## src/rtl/sb_pkg.sv

```systemverilog
package sb_pkg;

  localparam int unsigned NSIDE = 4;
  localparam int unsigned NPAIR = 6;

  typedef enum logic [1:0] {
    SIDE_N = 2'd0,
    SIDE_E = 2'd1,
    SIDE_S = 2'd2,
    SIDE_W = 2'd3
  } side_e;

  typedef logic [NSIDE*NSIDE-1:0] link_mat_t;

  // first end of pair p
  function automatic int unsigned pair_a(input int unsigned p);
    case (p)
      0: return 0;
      1: return 1;
      2: return 0;
      3: return 0;
      4: return 2;
      default: return 2;
    endcase
  endfunction

  // second end of pair p
  function automatic int unsigned pair_b(input int unsigned p);
    case (p)
      0: return 2;
      1: return 3;
      2: return 1;
      3: return 3;
      4: return 1;
      default: return 3;
    endcase
  endfunction

  // direct links, reflexive and symmetric
  function automatic link_mat_t links_of(input logic [NPAIR-1:0] pairs);
    link_mat_t m;
    m = '0;
    for (int unsigned s = 0; s < NSIDE; s++) begin
      m[s*NSIDE+s] = 1'b1;
    end
    for (int unsigned p = 0; p < NPAIR; p++) begin
      if (pairs[p]) begin
        m[pair_a(p)*NSIDE+pair_b(p)] = 1'b1;
        m[pair_b(p)*NSIDE+pair_a(p)] = 1'b1;
      end
    end
    return m;
  endfunction

  // one squaring step of a boolean matrix
  function automatic link_mat_t square(input link_mat_t m);
    link_mat_t r;
    r = '0;
    for (int unsigned a = 0; a < NSIDE; a++) begin
      for (int unsigned b = 0; b < NSIDE; b++) begin
        for (int unsigned k = 0; k < NSIDE; k++) begin
          r[a*NSIDE+b] = r[a*NSIDE+b] | (m[a*NSIDE+k] & m[k*NSIDE+b]);
        end
      end
    end
    return r;
  endfunction

  // row a of a matrix
  function automatic logic [NSIDE-1:0] row_of(input link_mat_t m, input int unsigned a);
    logic [NSIDE-1:0] r;
    for (int unsigned b = 0; b < NSIDE; b++) begin
      r[b] = m[a*NSIDE+b];
    end
    return r;
  endfunction

  // number of set bits in a side mask
  function automatic logic [2:0] count_sides(input logic [NSIDE-1:0] v);
    logic [2:0] c;
    c = '0;
    for (int unsigned b = 0; b < NSIDE; b++) begin
      c = c + {2'b00, v[b]};
    end
    return c;
  endfunction

endpackage

```

## src/rtl/sb_cfg_chain.sv

```systemverilog
module sb_cfg_chain #(
  parameter int unsigned NBITS = 24
) (
  input  logic             clk,
  input  logic             rst_n,
  input  logic             cfg_en,
  input  logic             cfg_bit,
  output logic [NBITS-1:0] cfg_q
);

  logic [NBITS-1:0] chain_q;
  logic [NBITS-1:0] chain_d;
  logic             shift_now;

  assign shift_now = cfg_en;

  generate
    if (NBITS == 1) begin : g_single
      assign chain_d = cfg_bit;
    end else begin : g_multi
      assign chain_d = {chain_q[NBITS-2:0], cfg_bit};
    end
  endgenerate

  always_ff @(posedge clk or negedge rst_n) begin
    if (!rst_n) begin
      chain_q <= '0;
    end else if (shift_now) begin
      chain_q <= chain_d;
    end
  end

  assign cfg_q = chain_q;

  AST_SHIFT_ENTRY: assert property (@(posedge clk) disable iff (!rst_n)
    cfg_en |=> cfg_q[0] == $past(cfg_bit));
  AST_HOLD_IDLE: assert property (@(posedge clk) disable iff (!rst_n)
    !cfg_en |=> $stable(cfg_q));

endmodule

```

## src/rtl/sb_track_reach.sv

```systemverilog
module sb_track_reach
  import sb_pkg::*;
(
  input  logic [NPAIR-1:0] pairs,
  output link_mat_t        reach
);

  link_mat_t direct;
  link_mat_t hop2;
  link_mat_t hop4;

  assign direct = links_of(pairs);
  assign hop2   = square(direct);
  assign hop4   = square(hop2);
  assign reach  = hop4;

  always_comb begin
    for (int unsigned a = 0; a < NSIDE; a++) begin
      for (int unsigned b = 0; b < NSIDE; b++) begin
        AST_REACH_SYM: assert (reach[a*NSIDE+b] == reach[b*NSIDE+a]);
      end
    end
  end

endmodule

```

## src/rtl/sb_track_drive.sv

```systemverilog
module sb_track_drive
  import sb_pkg::*;
(
  input  logic             clk,
  input  logic             rst_n,
  input  logic             hold,
  input  link_mat_t        reach,
  input  logic [NSIDE-1:0] wire_in,
  input  logic [NSIDE-1:0] src,
  output logic [NSIDE-1:0] wire_out,
  output logic [NSIDE-1:0] wire_oe,
  output logic             clash
);

  logic [NSIDE-1:0] grp_mask [NSIDE];
  logic [2:0]       grp_srcs [NSIDE];
  logic [NSIDE-1:0] multi_src;
  logic [NSIDE-1:0] one_src;
  logic [NSIDE-1:0] grp_val;

  genvar gs;
  generate
    for (gs = 0; gs < NSIDE; gs++) begin : g_side
      assign grp_mask[gs]  = row_of(reach, gs);
      assign grp_srcs[gs]  = count_sides(grp_mask[gs] & src);
      assign multi_src[gs] = grp_srcs[gs] > 3'd1;
      assign one_src[gs]   = grp_srcs[gs] == 3'd1;
      assign grp_val[gs]   = |(grp_mask[gs] & src & wire_in);
    end
  endgenerate

  assign clash    = |multi_src;
  assign wire_oe  = (hold || clash) ? '0 : (one_src & ~src);
  assign wire_out = grp_val & wire_oe;

  AST_CLASH_MUTES: assert property (@(posedge clk) disable iff (!rst_n)
    clash |-> wire_oe == '0);
  AST_NO_BACKDRIVE: assert property (@(posedge clk) disable iff (!rst_n)
    (wire_oe & src) == '0);
  AST_IDLE_ZERO: assert property (@(posedge clk) disable iff (!rst_n)
    (wire_out & ~wire_oe) == '0);
  AST_NEEDS_SOURCE: assert property (@(posedge clk) disable iff (!rst_n)
    (src == '0) |-> wire_oe == '0);

endmodule

```

## src/rtl/sb_switchbox.sv

```systemverilog
module sb_switchbox
  import sb_pkg::*;
#(
  parameter int unsigned W = 4
) (
  input  logic         clk,
  input  logic         rst_n,
  input  logic         cfg_en,
  input  logic         cfg_bit,
  input  logic [W-1:0] n_in,
  input  logic [W-1:0] n_src,
  output logic [W-1:0] n_out,
  output logic [W-1:0] n_oe,
  input  logic [W-1:0] e_in,
  input  logic [W-1:0] e_src,
  output logic [W-1:0] e_out,
  output logic [W-1:0] e_oe,
  input  logic [W-1:0] s_in,
  input  logic [W-1:0] s_src,
  output logic [W-1:0] s_out,
  output logic [W-1:0] s_oe,
  input  logic [W-1:0] w_in,
  input  logic [W-1:0] w_src,
  output logic [W-1:0] w_out,
  output logic [W-1:0] w_oe,
  output logic [W-1:0] conflict
);

  localparam int unsigned CFG_BITS = NPAIR * W;

  logic [CFG_BITS-1:0] cfg_q;
  logic [W-1:0]        any_oe;

  sb_cfg_chain #(.NBITS(CFG_BITS)) u_chain (
    .clk     (clk),
    .rst_n   (rst_n),
    .cfg_en  (cfg_en),
    .cfg_bit (cfg_bit),
    .cfg_q   (cfg_q)
  );

  genvar gt;
  generate
    for (gt = 0; gt < W; gt++) begin : g_track
      link_mat_t        reach;
      logic [NSIDE-1:0] t_in;
      logic [NSIDE-1:0] t_src;
      logic [NSIDE-1:0] t_out;
      logic [NSIDE-1:0] t_oe;
      logic             t_clash;

      assign t_in  = {w_in[gt],  s_in[gt],  e_in[gt],  n_in[gt]};
      assign t_src = {w_src[gt], s_src[gt], e_src[gt], n_src[gt]};

      sb_track_reach u_reach (
        .pairs (cfg_q[gt*NPAIR +: NPAIR]),
        .reach (reach)
      );

      sb_track_drive u_drive (
        .clk      (clk),
        .rst_n    (rst_n),
        .hold     (cfg_en),
        .reach    (reach),
        .wire_in  (t_in),
        .src      (t_src),
        .wire_out (t_out),
        .wire_oe  (t_oe),
        .clash    (t_clash)
      );

      assign n_out[gt]    = t_out[SIDE_N];
      assign e_out[gt]    = t_out[SIDE_E];
      assign s_out[gt]    = t_out[SIDE_S];
      assign w_out[gt]    = t_out[SIDE_W];
      assign n_oe[gt]     = t_oe[SIDE_N];
      assign e_oe[gt]     = t_oe[SIDE_E];
      assign s_oe[gt]     = t_oe[SIDE_S];
      assign w_oe[gt]     = t_oe[SIDE_W];
      assign conflict[gt] = t_clash;
      assign any_oe[gt]   = |t_oe;
    end
  endgenerate

  AST_LOAD_QUIET: assert property (@(posedge clk) disable iff (!rst_n)
    cfg_en |-> any_oe == '0);
  AST_CLASH_TRACK: assert property (@(posedge clk) disable iff (!rst_n)
    ((conflict & (n_oe | e_oe | s_oe | w_oe)) == '0));

endmodule

```

## config.mk

```make
export PLATFORM = sky130hd
export DESIGN_NAME = sb_switchbox
export DESIGN_NICKNAME = d
export VERILOG_FILES = /design/src/rtl/sb_pkg.sv /design/src/rtl/sb_cfg_chain.sv /design/src/rtl/sb_track_reach.sv /design/src/rtl/sb_track_drive.sv /design/src/rtl/sb_switchbox.sv
export SDC_FILE = /design/constraint.sdc
export NUM_CORES = 1
export LEC_CHECK = 0
export ABC_AREA = 1
export ABC_CLOCK_PERIOD_IN_PS = 7500
export BUFFER_PORTS_ARGS = -buffer_cell sky130_fd_sc_hd__buf_2
export CORE_UTILIZATION = 30
export CTS_CLUSTER_DIAMETER = 80
export DETAILED_ROUTE_END_ITERATION = 16
export GPL_ROUTABILITY_DRIVEN = 0
export PLACE_DENSITY_LB_ADDON = 0.12
export SKIP_CTS_REPAIR_TIMING = 1
export SKIP_LAST_GASP = 1
export SYNTH_ARGS = -nofsm -noshare
export SYNTH_HDL_FRONTEND = slang
export SYNTH_SLANG_ARGS = --single-unit
```

## constraint.sdc

```tcl
create_clock -name clk -period 7.5 [get_ports clk]
set_input_delay 0.375 -clock clk [delete_from_list [all_inputs] [get_ports clk]]
set_output_delay 0.375 -clock clk [all_outputs]
set_load 0.1 [all_outputs]
```

[Word level (Yosys, flattened, before mapping)]
Cells that the tools add are included.
Word-level totals
  register bits after elaboration: 24
  bits in latches: 0
  RAM bits: 0
  bits in read-only memories: 0
  input port bits: 36
  word-level logic and storage cells: 1373
  memories: 0
Operators by class
  $add $sub $neg: 96
  multipliers: 0
  div/mod/pow operators: 0
  order comparisons: 112
  equal/unequal tests: 16
  shifts and indexed selects: 0
  multiplexer cells: 172
  bitwise gates (word level): 904
  reductions and logical operators: 72
Operators by type and width (count)
  adder 32 bit: 48
  greater-or-equal comparator 32 x 1 -> 1 bit (second input constant): 48
  less-than comparator 32 x 5 -> 1 bit (second input constant): 48
  two-way mux 32 bit: 48
  OR 16 bit: 44
  bitwise AND 1 bit: 432
  two-way mux 16 bit: 24
  OR 1 bit: 384
  demux 1 bit (select 4 bit): 48
  bitwise AND 4 bit: 40
  adder 3 x 1 -> 3 bit: 32
  OR reduction 4 bit: 20
  equality test 3 x 1 -> 1 bit (second input constant): 16
  greater-than comparator 3 x 1 -> 1 bit (second input constant): 16
  logical AND 1 bit: 48
  two-way mux 1 bit: 48
  adder 1 x 1 -> 2 bit: 16
  two-way mux 4 bit: 4
  inverter 4 bit: 4
  logical OR 1 bit: 4

[Depth between registers and ports, before layout]
Gate-level depths: netlist of the first run.
  depth after elaboration: 40
  mapped depth: 17

[Cells and area by module]
A second synthesis of the first run with hierarchy kept.
Unflattened totals
  cell total of the unflattened synthesis: 838
  area total of the unflattened synthesis: 4971.0 um^2
By module, submodules not included
  sb_track_drive (g_track[2].u_drive ...): times used 2, cells an instance 129, area an instance 720.7 um^2, sequential area each 0.0 um^2
  sb_track_drive (g_track[0].u_drive ...): times used 2, cells an instance 129, area an instance 719.4 um^2, sequential area each 0.0 um^2
  sb_cfg_chain: times used 1, cells an instance 102, area an instance 979.7 um^2, sequential area each 600.6 um^2
  sb_track_reach (g_track[1].u_reach ...): times used 3, cells an instance 54, area an instance 271.5 um^2, sequential area each 0.0 um^2
  sb_track_reach (g_track[0].u_reach): times used 1, cells an instance 54, area an instance 266.5 um^2, sequential area each 0.0 um^2
  sb_switchbox: times used 1, cells an instance 4, area an instance 30.0 um^2, sequential area each 0.0 um^2

[Worst setup path after synthesis of the first run]
No wires, ideal clock.
  path type: reg2out
  start: reg u_chain.chain_q[0], in the netlist u_chain.cfg_q[0]
  end: out s_out[0]
  arrival: 4.689 ns
  required time: 7.125 ns
  setup slack: 2.436 ns
  stages on the path, launching flop included: 16
  path buffers: 0
  path through: dfrtp_1 > nand2_1 > nand3_4 > nand2_1 > nand2_2 > inv_1 > nor2_1 > ha_1 > fa_1 > ha_1 > nand3b_4 > nand2_2 > nand3_2 > nor3_2 > inv_1 > nor2_1
On the way
  word-level cells in the longest chain between the ends: 33
  elaborated cells between the ends (all ways): 248
  classes of those cells: 12 x add/sub; 4 x order compare; 1 x eq/ne; 7 x mux; 221 x bitwise; 3 x reduce/logical
Ends and longest elaborated chain
  from (decl): RTL line sb_cfg_chain.sv:11  | logic [NBITS-1:0] chain_q;
  from (signal assigned): RTL line sb_cfg_chain.sv:29  | chain_q <= chain_d;
  two-way mux 16 bit (*): RTL line sb_pkg.sv:47  | if (pairs[p]) begin
  OR 16 bit (no source line) (2 in series)
  two-way mux 16 bit (*): RTL line sb_pkg.sv:47
  OR 16 bit (no source line) (2 in series)
  two-way mux 16 bit (*): RTL line sb_pkg.sv:47
  OR 16 bit (no source line) (2 in series)
  two-way mux 16 bit (*): RTL line sb_pkg.sv:47
  OR 16 bit (no source line) (2 in series)
  [13 not listed]
  adder 1 x 1 -> 2 bit: RTL line sb_pkg.sv:83  | c = c + {2'b00, v[b]};
  adder 3 x 1 -> 3 bit (2 in series): RTL line sb_pkg.sv:83
  greater-than comparator 3 x 1 -> 1 bit: RTL line sb_track_drive.sv:26  | assign multi_src[gs] = grp_srcs[gs] > 3'd1;
  OR reduction 4 bit: RTL line sb_track_drive.sv:32  | assign clash = |multi_src;
  logical OR 1 bit: RTL line sb_track_drive.sv:33  | assign wire_oe = (hold || clash) ? '0 : (one_src & ~src);
  two-way mux 4 bit (*): RTL line sb_track_drive.sv:33
  via s_oe[0]: RTL line sb_switchbox.sv:21  | output logic [W-1:0] s_oe,
  bitwise AND 4 bit (*): RTL line sb_track_drive.sv:34  | assign wire_out = grp_val & wire_oe;
  to (decl): RTL line sb_switchbox.sv:20  | output logic [W-1:0] s_out,
Mark *: on every way through the listed nets, which the timed path passes. The rest lies on a longest branch.

[Worst setup path after layout of the first run]
  start: reg u_chain.chain_q[4], in the netlist u_chain.cfg_q[4]
  end: out e_out[0]
On the way
  word-level cells in the longest chain between the ends: 21
  elaborated cells between the ends (all ways): 236
  classes of those cells: 12 x add/sub; 4 x order compare; 1 x eq/ne; 3 x mux; 213 x bitwise; 3 x reduce/logical
Ends and longest elaborated chain
  two-way mux 16 bit (*): RTL line sb_pkg.sv:47
  OR 16 bit (no source line) (2 in series)
  two-way mux 16 bit (*): RTL line sb_pkg.sv:47
  bitwise AND 1 bit: RTL line sb_pkg.sv:62  | r[a*NSIDE+b] = r[a*NSIDE+b] | (m[a*NSIDE+k] & m[k*NSIDE+b]);
  OR 1 bit (3 in series): RTL line sb_pkg.sv:62
  bitwise AND 1 bit: RTL line sb_pkg.sv:62
  OR 1 bit (3 in series): RTL line sb_pkg.sv:62
  bitwise AND 4 bit (on tied branches): RTL line sb_track_drive.sv:25, sb_track_drive.sv:28
  adder 1 x 1 -> 2 bit: RTL line sb_pkg.sv:83
  adder 3 x 1 -> 3 bit (2 in series): RTL line sb_pkg.sv:83
  greater-than comparator 3 x 1 -> 1 bit: RTL line sb_track_drive.sv:26
  OR reduction 4 bit: RTL line sb_track_drive.sv:32
  logical OR 1 bit: RTL line sb_track_drive.sv:33
  two-way mux 4 bit: RTL line sb_track_drive.sv:33
  bitwise AND 4 bit (*): RTL line sb_track_drive.sv:34
  to (decl): RTL line sb_switchbox.sv:16  | output logic [W-1:0] e_out,
Mark *: on every way between the ends. The rest lies on a longest branch, timed or not.

==> run summary, run 1 <==
Synthesis
* cell types with the largest area share after synthesis: sky130_fd_sc_hd__nand2_1, sky130_fd_sc_hd__ha_1, sky130_fd_sc_hd__dfrtp_1, sky130_fd_sc_hd__inv_1, sky130_fd_sc_hd__nor2_1
* most area-hungry cell type in the Yosys netlist: sky130_fd_sc_hd__nand2_1
* count of cell types in the netlist: 25
* Cells after Synth: 670
* cell area after technology mapping: 0.00403 sq mm
* number of warnings issued by yosys: 0
* Avg Cell Area, Syn: 6.01 sq um
* flops & latches, synth: 24
* sequential share of the synthesized area: 0.149
* fraction of post-synthesis cell area in the top cell type by area: 0.197
* Mapped Nets: 773

Status
* result of the run: finished clean

Clock tree
* maximum root-to-sink buffer count: 2
* Clk Latency, worst-skew pair: 0.26 ns
* clock tree from TritonCTS: built
* Clock Sinks: 24
* Inserted Clock Buffers: 3
* clock edge transition at the registers on the reported setup and hold paths: 0.06 ns
* Clock Tree Root: sky130_fd_sc_hd__clkbuf_16
* maximum level of the CTS H-tree: 1

Floorplanning
* starting density of the core: 0.313
* # IOs: 72
* die extent in y: 118 um
* Core Region: 0.0129 sq mm
* Chip Width: 118 um
* Site Rows: 41
* die area: 0.0139 sq mm

Power and ir drop
* power per unit of standard cell area: 218 mW/mm^2
* maximum resistive drop on vdd: 0.0000900 V
* Static Leak: 2.88 nW

Worst setup path
* capture point of the worst reg-to-reg path: u_chain.cfg_q[5]$_DFFE_PN0P_
* Worst Path Arrival: 3.36 ns
* Reg2Reg Depth: 2
* cell breakdown of the critical path: inv_1, nand3_1, inv_1, nand2_1, inv_1, nor2_1, ha_1, fa_1, ha_1, nand3b_4, nand2_2, nand3_2, or2_1, nor2_1, buf_2
* Worst R2R Setup Slack: 6.71 ns
* slowest cell on the critical path: sky130_fd_sc_hd__dfrtp_1
* crit end category: primary output
* CP required: 7.12 ns
* critical path peak fanout: 6
* category of the most critical setup path: reg2out
* most used cell along the critical path: sky130_fd_sc_hd__inv_1
* Largest stage delay, worst path: 0.46 ns
* critical path launch point type: flop
* reg-to-reg critical path startpoint: u_chain.cfg_q[4]$_DFFE_PN0P_

Timing
* Relative slew margins: 0.453
* Hold Fails Final Rpt: 0
* worst hold margin: 0.101 ns
* clock tree skew after final layout: 0.00417 ns
* setup tns final: 0 ns
* number of endpoints failing setup at the final stage: 0
* final worst path period share: 0.497
* shortest period the worst path allows: 3.73 ns
* final max-slew violation count: 0
* setup repair after global routing missed its margin: false
* final worst-path setup slack: 3.77 ns
* maximum operating frequency: 268 MHz
* transition time of the tightest slew-check pin: 0.821 ns

Route
* Routed Wire Length: 9030 um
* iteration count of the initial detailed-routing pass: 5
* via count: 3968
* routed wirelength normalized by instance count: 9.96 um
* number of vias per cell: 4.37
* Antenna Nets Post-Route: 0
* Post-route DRC: 0
* number of violations reported at the end of detailed-routing iteration 0: 196

Finish
* commonest non-fill, non-tap cells in the layout: sky130_fd_sc_hd__nand2_1, sky130_fd_sc_hd__inv_1, sky130_fd_sc_hd__nor2_1
* final antenna diode count: 0
* layout net count: 840
* layout-stage area growth over the synthesis result: 14.6%
* most common cell after layout, fill and taps aside: sky130_fd_sc_hd__nand2_1
* share of layout cells above drive strength 1: 0.148
* flip-flop count of the largest register after layout: 24
* Filler Cells Inserted: 1425

Place
* worst slack at placement: 3.99 ns
* half-perimeter wire length after detailed placement: 7850 um
* quantity of I/O buffers inserted on ports: 71

Global routing
* via count of the first global-routing pass: 3767
* maximum number of pins on one net before global-route repair: 52
* initial antenna violation count: 0
* total track usage: 0.136
* first-pass GRT wire length: 16200 um
* total overflow reported by the global router: 0

Hold path
* path category of the worst min-delay check: in2async

Flow run
* max_cap viols: 0

## cells in the mapped netlist
library cell	number
sky130_fd_sc_hd__nand2_1	211
sky130_fd_sc_hd__inv_1	159
sky130_fd_sc_hd__nor2_1	86
sky130_fd_sc_hd__ha_1	51
sky130_fd_sc_hd__nand3_1	29
sky130_fd_sc_hd__dfrtp_1	24
sky130_fd_sc_hd__o21ai_0	24
sky130_fd_sc_hd__nand2_2	19
sky130_fd_sc_hd__fa_1	16
sky130_fd_sc_hd__nand3_2	10
sky130_fd_sc_hd__a21oi_1	7
sky130_fd_sc_hd__buf_4	6
sky130_fd_sc_hd__nor3_1	6
sky130_fd_sc_hd__or2_1	6
sky130_fd_sc_hd__and3_1	3
sky130_fd_sc_hd__nand4_1	3
sky130_fd_sc_hd__clkbuf_1	2
sky130_fd_sc_hd__buf_2	1
sky130_fd_sc_hd__inv_2	1
sky130_fd_sc_hd__nand3_4	1
sky130_fd_sc_hd__nand3b_1	1
sky130_fd_sc_hd__nand3b_4	1
sky130_fd_sc_hd__nor2_2	1
sky130_fd_sc_hd__nor2_4	1
sky130_fd_sc_hd__nor3_2	1
## power by group
group	leakage [nW]	total [W]	switching (W)	internal [W]
clock network	0.0370	0.000114	0.0000433	0.0000705
logic	2.53	0.000711	0.000507	0.000204
registers	0.313	0.000180	0.0000311	0.000149
## worst max path at each step
stage	start	endpoint	cells after the start
3_5_place_dp	u_chain.cfg_q[11]$_DFFE_PN0P_	w_out[1]	15
2_1_floorplan	u_chain.cfg_q[0]$_DFFE_PN0P_	s_out[0]	15
5_1_grt	u_chain.cfg_q[15]$_DFFE_PN0P_	e_out[2]	18
6_report	u_chain.cfg_q[4]$_DFFE_PN0P_	e_out[0]	15
4_1_cts	u_chain.cfg_q[15]$_DFFE_PN0P_	e_out[2]	18
3_3_place_gp	u_chain.cfg_q[9]$_DFFE_PN0P_	w_out[1]	15
## critical path, delay by kind of cell (launching register included)
family,cells,cell delay (ns)
DFF,1,0.46
and+or+nand+nor,8,1.08
buffers and inverters,4,0.63
adders and majority gates,3,0.95
## final cells by class
cell class / instances / area [sq um] / area share
Tap cell: 172 / 215 / 0.0466
Multi-Input combinational cell: 477 / 2770 / 0.600
Sequential cell: 24 / 601 / 0.130
Timing Repair Buffer: 71 / 355 / 0.0770
Inverter: 160 / 601 / 0.130
Clock buffer: 3 / 75.1 / 0.0163
## routing by layer
metal  global-route usage  wire [um]  part of all wire  up-vias
met5                    0          0                 0        -
met4               0.0168         54            0.0060        0
met3               0.0174        280             0.031        8
met2                0.235       4230              0.47       67
met1                0.184       4470              0.49     1793
li1                     -          -                 -     2100
## through the flow
| stage | power (W) | instances | cell area (sq um) | utilization |
|---|---|---|---|---|
| finish | 0.00101 | 907 | 4620 | 0.359 |
| floorplan | 0.000777 | 670 | 4030 | - |
| CTS | 0.00102 | 907 | 4620 | 0.359 |
| detailed placement | 0.000901 | 904 | 4540 | 0.353 |
| global route | 0.00112 | 907 | 4620 | 0.359 |
| global placement | 0.000894 | 904 | 4540 | 0.353 |
## cell families (layout without fill, tap and decap cells)
family / count (synthesis) / count (layout) / share of synthesized area
AO/OA/AOI/OAI: 31 / 31 / 0.0385
buffers and inverters: 169 / 234 / 0.163
adder cells (fa/ha/maj): 67 / 67 / 0.238
flip-flops: 24 / 24 / 0.149
AND/OR/NAND/NOR: 379 / 379 / 0.411
Power figures use the tool's default switching activity.
==> run 2: changes to the inputs <==
--- a/config.mk
+++ b/config.mk
@@ -5,8 +5,8 @@
 export SDC_FILE = /design/constraint.sdc
 export NUM_CORES = 1
 export LEC_CHECK = 0
-export ABC_AREA = 1
-export ABC_CLOCK_PERIOD_IN_PS = 7500
+export ABC_AREA = 0
+export ABC_CLOCK_PERIOD_IN_PS = 3100
 export BUFFER_PORTS_ARGS = -buffer_cell sky130_fd_sc_hd__buf_2
 export CORE_UTILIZATION = 30
 export CTS_CLUSTER_DIAMETER = 80
==> constraint.sdc (replaced) <==
create_clock -name clk -period 3.1 [get_ports clk]
set_input_delay 0.155 -clock clk [delete_from_list [all_inputs] [get_ports clk]]
set_output_delay 0.155 -clock clk [all_outputs]
set_load 0.1 [all_outputs]
==> run summary, run 2 <==
Synthesis
* cell types with the largest area share after synthesis: sky130_fd_sc_hd__ha_1, sky130_fd_sc_hd__dfrtp_1, sky130_fd_sc_hd__fa_1, sky130_fd_sc_hd__and2_1, sky130_fd_sc_hd__mux2_2, was sky130_fd_sc_hd__nand2_1, sky130_fd_sc_hd__ha_1, sky130_fd_sc_hd__dfrtp_1, sky130_fd_sc_hd__inv_1, sky130_fd_sc_hd__nor2_1
* fraction of post-synthesis cell area in the top cell type by area: 0.169, was 0.197
* Mapped Nets: 531, was 773
* number of enable flip-flop cells after synthesis: 0, unchanged
* most repeated cell in the gate-level netlist after synthesis: sky130_fd_sc_hd__ha_1, was sky130_fd_sc_hd__nand2_1
* count of cell types in the netlist: 44, was 25
* cell area after technology mapping: 0.00378 sq mm, was 0.00403 sq mm
* Cells after Synth: 428, was 670
* Avg Cell Area, Syn: 8.83 sq um, was 6.01 sq um
* number of warnings issued by yosys: 0, unchanged
* commonest cells in the netlist: sky130_fd_sc_hd__ha_1, sky130_fd_sc_hd__inv_1, sky130_fd_sc_hd__and2_1, was sky130_fd_sc_hd__nand2_1, sky130_fd_sc_hd__inv_1, sky130_fd_sc_hd__nor2_1
* flops & latches, synth: 24, unchanged
* most area-hungry cell type in the Yosys netlist: sky130_fd_sc_hd__ha_1, was sky130_fd_sc_hd__nand2_1
* top_reg_cell synth: sky130_fd_sc_hd__dfrtp_1, unchanged
* sequential share of the synthesized area: 0.159, was 0.149
* Async S/R FF share, synth: 1.00, unchanged

Finish
* flip-flop count of the largest register after layout: 24, unchanged
* layout-stage area growth over the synthesis result: 70.3%, was 14.6%
* total area of sequential cells: 628 sq um, was 601 sq um
* layout net count: 689, was 840
* combined area of the multi-input logic cells: 0.00360 sq mm, was 0.00277 sq mm
* most common cell after layout, fill and taps aside: sky130_fd_sc_hd__buf_4, was sky130_fd_sc_hd__nand2_1
* final antenna diode count: 0, unchanged
* Filler Cells Inserted: 1101, was 1425
* commonest non-fill, non-tap cells in the layout: sky130_fd_sc_hd__buf_4, sky130_fd_sc_hd__ha_1, sky130_fd_sc_hd__buf_2, was sky130_fd_sc_hd__nand2_1, sky130_fd_sc_hd__inv_1, sky130_fd_sc_hd__nor2_1
* Post-Layout Cell Count: 753, was 907
* share of layout cells above drive strength 1: 0.591, was 0.148

Route
* iteration count of the initial detailed-routing pass: 4, was 5
* number of violations reported at the end of detailed-routing iteration 0: 140, was 196
* routed wirelength normalized by instance count: 14.1 um, was 9.96 um
* Post-route DRC: 0, unchanged
* Routed Wire Length: 10600 um, was 9030 um
* number of vias per cell: 4.98, was 4.37
* via count: 3748, was 3968
* Antenna Nets Post-Route: 0, unchanged

Global routing
* maximum number of pins on one net before global-route repair: 31, was 52
* met3 capacity usage during global routing: 0.00900, was 0.0174
* total overflow reported by the global router: 0, unchanged
* total track usage: 0.158, was 0.136
* via count of the first global-routing pass: 3706, was 3767
* GR met2 Demand/Resource: 0.284, was 0.235
* global route hottest layer: met2, unchanged
* initial antenna violation count: 0, unchanged
* first-pass GRT wire length: 17200 um, was 16200 um
* met1 track demand over resource in global routing: 0.209, was 0.184

Floorplanning
* starting density of the core: 0.311, was 0.313
* die area: 0.0131 sq mm, was 0.0139 sq mm
* Core Region: 0.0122 sq mm, was 0.0129 sq mm
* Site Rows: 40, was 41
* die extent in y: 114 um, was 118 um
* # IOs: 72, unchanged
* Chip Width: 114 um, was 118 um

Worst setup path
* Reg2Reg Depth: 3, was 2
* critical path launch point type: flop, unchanged
* CP required: 2.94 ns, was 7.12 ns
* category of the most critical setup path: reg2out, unchanged
* WP buf/inv: 1, was 4
* reg-to-reg critical path startpoint: u_chain.cfg_q[14]$_DFFE_PN0P_, was u_chain.cfg_q[4]$_DFFE_PN0P_
* critical path peak fanout: 8, was 6
* Crit. path cell count: 11, was 15
* capture point of the worst reg-to-reg path: u_chain.cfg_q[15]$_DFFE_PN0P_, was u_chain.cfg_q[5]$_DFFE_PN0P_
* worst setup path endpoint: s_out[1], was e_out[0]
* most used cell along the critical path: sky130_fd_sc_hd__ha_4, was sky130_fd_sc_hd__inv_1
* Worst Path Arrival: 3.38 ns, was 3.36 ns
* kind of cell adding the most delay to the critical path: adder cells, was simple AND/OR/NAND/NOR gates
* crit end category: primary output, unchanged
* slowest cell on the critical path: sky130_fd_sc_hd__dfrtp_2, was sky130_fd_sc_hd__dfrtp_1
* Worst R2R Setup Slack: 1.99 ns, was 6.71 ns
* Largest stage delay, worst path: 0.50 ns, was 0.46 ns
* CP Launch Point: u_chain.cfg_q[9]$_DFFE_PN0P_, was u_chain.cfg_q[4]$_DFFE_PN0P_
* cell breakdown of the critical path: o21ai_4, a22oi_2, and2_4, ha_4, fa_2, ha_4, nor3b_4, o2111ai_4, or3_4, a31oi_4, buf_12, was inv_1, nand3_1, inv_1, nand2_1, inv_1, nor2_1, ha_1, fa_1, ha_1, nand3b_4, nand2_2, nand3_2, or2_1, nor2_1, buf_2

Clock tree
* Clock Tree Root: sky130_fd_sc_hd__clkbuf_16, unchanged
* Inserted Clock Buffers: 3, unchanged
* Clock Sinks: 24, unchanged
* clock edge transition at the registers on the reported setup and hold paths: 0.06 ns, about the same
* Clk Latency, worst-skew pair: 0.26 ns, about the same
* maximum level of the CTS H-tree: 1, unchanged
* maximum root-to-sink buffer count: 2, unchanged
* clock tree from TritonCTS: built, unchanged

Hold path
* path category of the worst min-delay check: in2reg, was in2async

Power and ir drop
* Internal: 0.00345 W, was 0.000423 W
* power per unit of standard cell area: 1070 mW/mm^2, was 218 mW/mm^2
* Static Leak: 2.72 nW, was 2.88 nW
* maximum resistive drop on vdd: 0.00133 V, was 0.0000900 V
* Design Power: 0.00687 W, was 0.00101 W
* proportion of power drawn by combinational gates: 0.839, was 0.707
* clock share of power: 0.053, was 0.113
* Switching Share: 0.498, was 0.579
* register share of total power: 0.108, was 0.179
* Net Switching: 0.00342 W, was 0.000582 W

Status
* result of the run: complete, but fails checks, was finished clean
* violations in the final reports: setup timing

Timing
* Relative slew margins: 0.635, was 0.453
* setup repair after global routing missed its margin: true, was false
* worst hold margin: 0.161 ns, was 0.101 ns
* final worst path period share: 1.14
* clock tree skew after final layout: 0.00588 ns, was 0.00417 ns
* transition time of the tightest slew-check pin: 0.548 ns, was 0.821 ns
* setup tns final: -9.08 ns, was 0 ns
* number of endpoints failing setup at the final stage: 32, was 0
* maximum operating frequency: 283 MHz
* final max-slew violation count: 0, unchanged
* final worst-path setup slack: -0.439 ns, was 3.77 ns
* Hold Fails Final Rpt: 0, unchanged
* shortest period the worst path allows: 3.54 ns

Place
* half-perimeter wire length after detailed placement: 8230 um, was 7850 um
* worst slack at placement: -0.242 ns, was 3.99 ns
* quantity of I/O buffers inserted on ports: 71, unchanged
* placed cell count: 728, was 904

Flow run
* max_cap viols: 0, unchanged

==> run 2: cell types whose count changed after synthesis, sizes merged, moves of 18 or more <==
cell   change
inv      -119
and2      +39
mux2      +20
nor2      -58
nand2    -221
nand3     -31
a22oi     +18
==> run 2: cell type report <==
cell class | count | area share
clock inverter | 1 | 0.00466
timing repair buffer | 177 | 0.267
multi-input combinational | 338 | 0.560
sequential | 24 | 0.0976
clock buffer | 3 | 0.0117
tap | 168 | 0.0327
inverter | 42 | 0.0262
==> run 2: cells by family after synthesis <==
family / after synthesis / synth area share
AND/OR/NAND/NOR: 149 / 0.244
AO/OA/AOI/OAI: 102 / 0.209
buffers and inverters: 66 / 0.0754
adder cells (fa/ha/maj): 67 / 0.253
multiplexers: 20 / 0.0596
flip-flops: 24 / 0.159
==> run 2: worst min path at each step <==
| stage | startpoint | endpoint | slack, ns | cells past startpoint |
|---|---|---|---|---|
| 6_report | cfg_bit | u_chain.cfg_q[0]$_DFFE_PN0P_ | 0.16 | 2 |
| 3_3_place_gp | rst_n | u_chain.cfg_q[23]$_DFFE_PN0P_ | 0.17 | 1 |
| 2_1_floorplan | rst_n | u_chain.cfg_q[0]$_DFFE_PN0P_ | -0.14 | 0 |
| 5_1_grt | cfg_bit | u_chain.cfg_q[0]$_DFFE_PN0P_ | 0.17 | 2 |
| 3_5_place_dp | rst_n | u_chain.cfg_q[23]$_DFFE_PN0P_ | 0.18 | 1 |
| 4_1_cts | rst_n | u_chain.cfg_q[21]$_DFFE_PN0P_ | -0.09 | 1 |
==> run 2: worst register-to-register path, stage by stage, from the launching register on <==
cell                      delay, ns
sky130_fd_sc_hd__dfrtp_2       0.46
sky130_fd_sc_hd__buf_4         0.15
sky130_fd_sc_hd__buf_4         0.12
sky130_fd_sc_hd__mux2_2        0.26
==> run 2: through the flow <==
| step | cell area [sq um] | utilization |
|---|---|---|
| after floorplan | 4280 | - |
| after global placement | 5830 | 0.480 |
| after detailed placement | 5830 | 0.480 |
| after CTS | 5940 | 0.488 |
| after global routing | 6440 | 0.529 |
| final | 6440 | 0.529 |
==> run 2: layer usage <==
layer	up-vias	wire length, um	part of all wire
li1	1845	-	-
met1	1813	4750	0.45
met2	77	5460	0.51
met3	13	259	0.024
met4	0	149	0.014
met5	-	0	0
==> run 2: power by group through the flow <==
| stage | clock network [W] | logic, W | registers (W) |
|---|---|---|---|
| floorplan | 0 | 0.00367 | 0.000512 |
| global placement | 0 | 0.00512 | 0.000668 |
| detailed placement | 0 | 0.00521 | 0.000679 |
| CTS | 0.000372 | 0.00523 | 0.000675 |
| global route | 0.000383 | 0.00620 | 0.000769 |
| finish | 0.000366 | 0.00576 | 0.000742 |
==> run 3: changes to the inputs <==
--- a/config.mk
+++ b/config.mk
@@ -8,7 +8,7 @@
 export ABC_AREA = 0
 export ABC_CLOCK_PERIOD_IN_PS = 3100
 export BUFFER_PORTS_ARGS = -buffer_cell sky130_fd_sc_hd__buf_2
-export CORE_UTILIZATION = 30
+export CORE_UTILIZATION = 50
 export CTS_CLUSTER_DIAMETER = 80
 export DETAILED_ROUTE_END_ITERATION = 16
 export GPL_ROUTABILITY_DRIVEN = 0
==> run summary, run 3 (synthesis results as in run 2) <==
Timing
* final worst-path setup slack: -0.472 ns, was -0.439 ns
* Hold Fails Final Rpt: 0, unchanged
* transition time of the tightest slew-check pin: 0.621 ns, was 0.548 ns
* number of endpoints failing setup at the final stage: 32, unchanged
* setup repair after global routing missed its margin: true, unchanged
* clock tree skew after final layout: 0.00121 ns, was 0.00588 ns
* final worst path period share: 1.15, was 1.14
* shortest period the worst path allows: 3.57 ns, was 3.54 ns
* maximum operating frequency: 280 MHz, was 283 MHz
* Relative slew margins: 0.586, was 0.635
* final max-slew violation count: 0, unchanged

Clock tree
* Clock Sinks: 24, unchanged
* Clock Tree Root: sky130_fd_sc_hd__clkbuf_8, was sky130_fd_sc_hd__clkbuf_16
* maximum level of the CTS H-tree: 1, unchanged
* Clk Latency, worst-skew pair: 0.27 ns, was 0.26 ns
* clock tree from TritonCTS: built, unchanged
* clock edge transition at the registers on the reported setup and hold paths: 0.09 ns, was 0.06 ns
* Inserted Clock Buffers: 3, unchanged
* maximum root-to-sink buffer count: 2, unchanged

Hold path
* start point of the worst min-delay path: cfg_bit, unchanged
* worst hold path depth: 2, unchanged
* path category of the worst min-delay check: in2reg, unchanged
* hold-critical path endpoint: u_chain.cfg_q[0]$_DFFE_PN0P_, unchanged

Finish
* flip-flop count of the largest register after layout: 24, unchanged
* layout net count: 670, was 689
* share of layout cells above drive strength 1: 0.555, was 0.591
* total area of sequential cells: 624 sq um, was 628 sq um
* Filler Cells Inserted: 450, was 1101
* combined area of the multi-input logic cells: 0.00354 sq mm, was 0.00360 sq mm
* most common cell after layout, fill and taps aside: sky130_fd_sc_hd__buf_4, unchanged
* final design utilization: 0.837, was 0.529
* commonest non-fill, non-tap cells in the layout: sky130_fd_sc_hd__buf_4, sky130_fd_sc_hd__ha_1, sky130_fd_sc_hd__buf_2, unchanged
* layout-stage area growth over the synthesis result: 61.4%, was 70.3%
* final antenna diode count: 0, unchanged

Global routing
* first-pass GRT wire length: 16400 um, was 17200 um
* total track usage: 0.258, was 0.158
* via count of the first global-routing pass: 3723, was 3706
* initial antenna violation count: 0, unchanged
* total overflow reported by the global router: 0, unchanged
* maximum number of pins on one net before global-route repair: 32, was 31

Floorplanning
* Site Rows: 31, was 40
* Chip Width: 89.0 um, was 114 um
* Core Region: 0.00729 sq mm, was 0.0122 sq mm
* starting density of the core: 0.519, was 0.311
* # IOs: 72, unchanged
* die extent in y: 89.0 um, was 114 um
* die area: 0.00791 sq mm, was 0.0131 sq mm

Status
* violations in the final reports: setup timing, unchanged
* result of the run: complete, but fails checks, unchanged

Worst setup path
* CP Launch Point: u_chain.cfg_q[11]$_DFFE_PN0P_, was u_chain.cfg_q[9]$_DFFE_PN0P_
* capture point of the worst reg-to-reg path: u_chain.cfg_q[11]$_DFFE_PN0P_, was u_chain.cfg_q[15]$_DFFE_PN0P_
* critical path peak fanout: 8, unchanged
* reg-to-reg critical path startpoint: u_chain.cfg_q[11]$_DFFE_PN0P_, was u_chain.cfg_q[14]$_DFFE_PN0P_
* Worst R2R Setup Slack: 2.02 ns, was 1.99 ns
* Reg2Reg Depth: 2, was 3
* critical path launch point type: flop, unchanged
* CP required: 2.94 ns, about the same
* Worst Path Arrival: 3.42 ns, was 3.38 ns
* crit end category: primary output, unchanged
* category of the most critical setup path: reg2out, unchanged

Power and ir drop
* power per unit of standard cell area: 1080 mW/mm^2, was 1070 mW/mm^2
* maximum resistive drop on vdd: 0.000884 V, was 0.00133 V
* Static Leak: 2.60 nW, was 2.72 nW

Route
* routed wirelength normalized by instance count: 16.8 um, was 14.1 um
* iteration count of the initial detailed-routing pass: 5, was 4
* number of vias per cell: 5.80, was 4.98
* Post-route DRC: 0, unchanged
* Antenna Nets Post-Route: 0, unchanged
* Routed Wire Length: 11200 um, was 10600 um
* via count: 3859, was 3748
* number of violations reported at the end of detailed-routing iteration 0: 183, was 140

Place
* half-perimeter wire length after detailed placement: 8180 um, was 8230 um
* quantity of I/O buffers inserted on ports: 71, unchanged
* worst slack at placement: -0.261 ns, was -0.242 ns

Flow run
* max_cap viols: 0, unchanged

## run 3: worst max-delay path by stage
stage	endpoint	slack (ns)	cells past startpoint
floorplan	e_out[0]	-0.97	11
global placement	n_out[0]	-0.10	13
detailed placement	n_out[0]	-0.26	13
CTS	n_out[0]	-0.57	13
global route	s_out[1]	-0.58	11
finish	s_out[1]	-0.47	11
## run 3: area by class of cell
| class | count | area share |
|---|---|---|
| repair buffers | 158 | 0.258 |
| well taps | 99 | 0.0203 |
| flip-flops and latches | 24 | 0.102 |
| multi-input cells | 338 | 0.580 |
| inverters | 42 | 0.0277 |
| clock buffers | 3 | 0.00676 |
| clock inverters | 1 | 0.00492 |
## run 3: metal layers
layer	part of all wire	global-route usage
met4	0.013	0.0548
met2	0.55	0.508
met3	0.037	0.0148
met1	0.40	0.309
met5	0	0
## run 3: power by group
group / switching [W] / total, W / internal (W) / leakage [nW]
Sequential: 0.000282 / 0.000725 / 0.000443 / 0.279
Clock: 0.000109 / 0.000282 / 0.000173 / 0.0357
Combinational: 0.00305 / 0.00559 / 0.00254 / 2.29
Total: 0.00344 / 0.00660 / 0.00316 / 2.60
## run 3: per-stage QoR
step | cells | setup TNS [ns] | power (W) | hold WS [ns] | area, sq um
after global placement | 642 | -1.18 | 0.00541 | 0.152 | 5600
after floorplan | 428 | -14.81 | 0.00418 | -0.141 | 4280
after CTS | 646 | -13.85 | 0.00590 | -0.130 | 5670
final | 665 | -9.60 | 0.00660 | 0.164 | 6100
after detailed placement | 642 | -3.65 | 0.00560 | 0.169 | 5600
after global routing | 665 | -13.62 | 0.00700 | 0.164 | 6100
## run 3: worst max-delay path, cell delays in order, from the launching register on
cell,delay [ns]
sky130_fd_sc_hd__dfrtp_2,0.51
sky130_fd_sc_hd__o21ai_2,0.21
sky130_fd_sc_hd__a22oi_2,0.10
sky130_fd_sc_hd__and2_4,0.18
sky130_fd_sc_hd__ha_4,0.23
sky130_fd_sc_hd__fa_2,0.41
sky130_fd_sc_hd__ha_4,0.24
sky130_fd_sc_hd__nor3b_4,0.23
sky130_fd_sc_hd__o2111ai_4,0.19
sky130_fd_sc_hd__or3_4,0.46
sky130_fd_sc_hd__a31oi_4,0.18
sky130_fd_sc_hd__buf_12,0.19
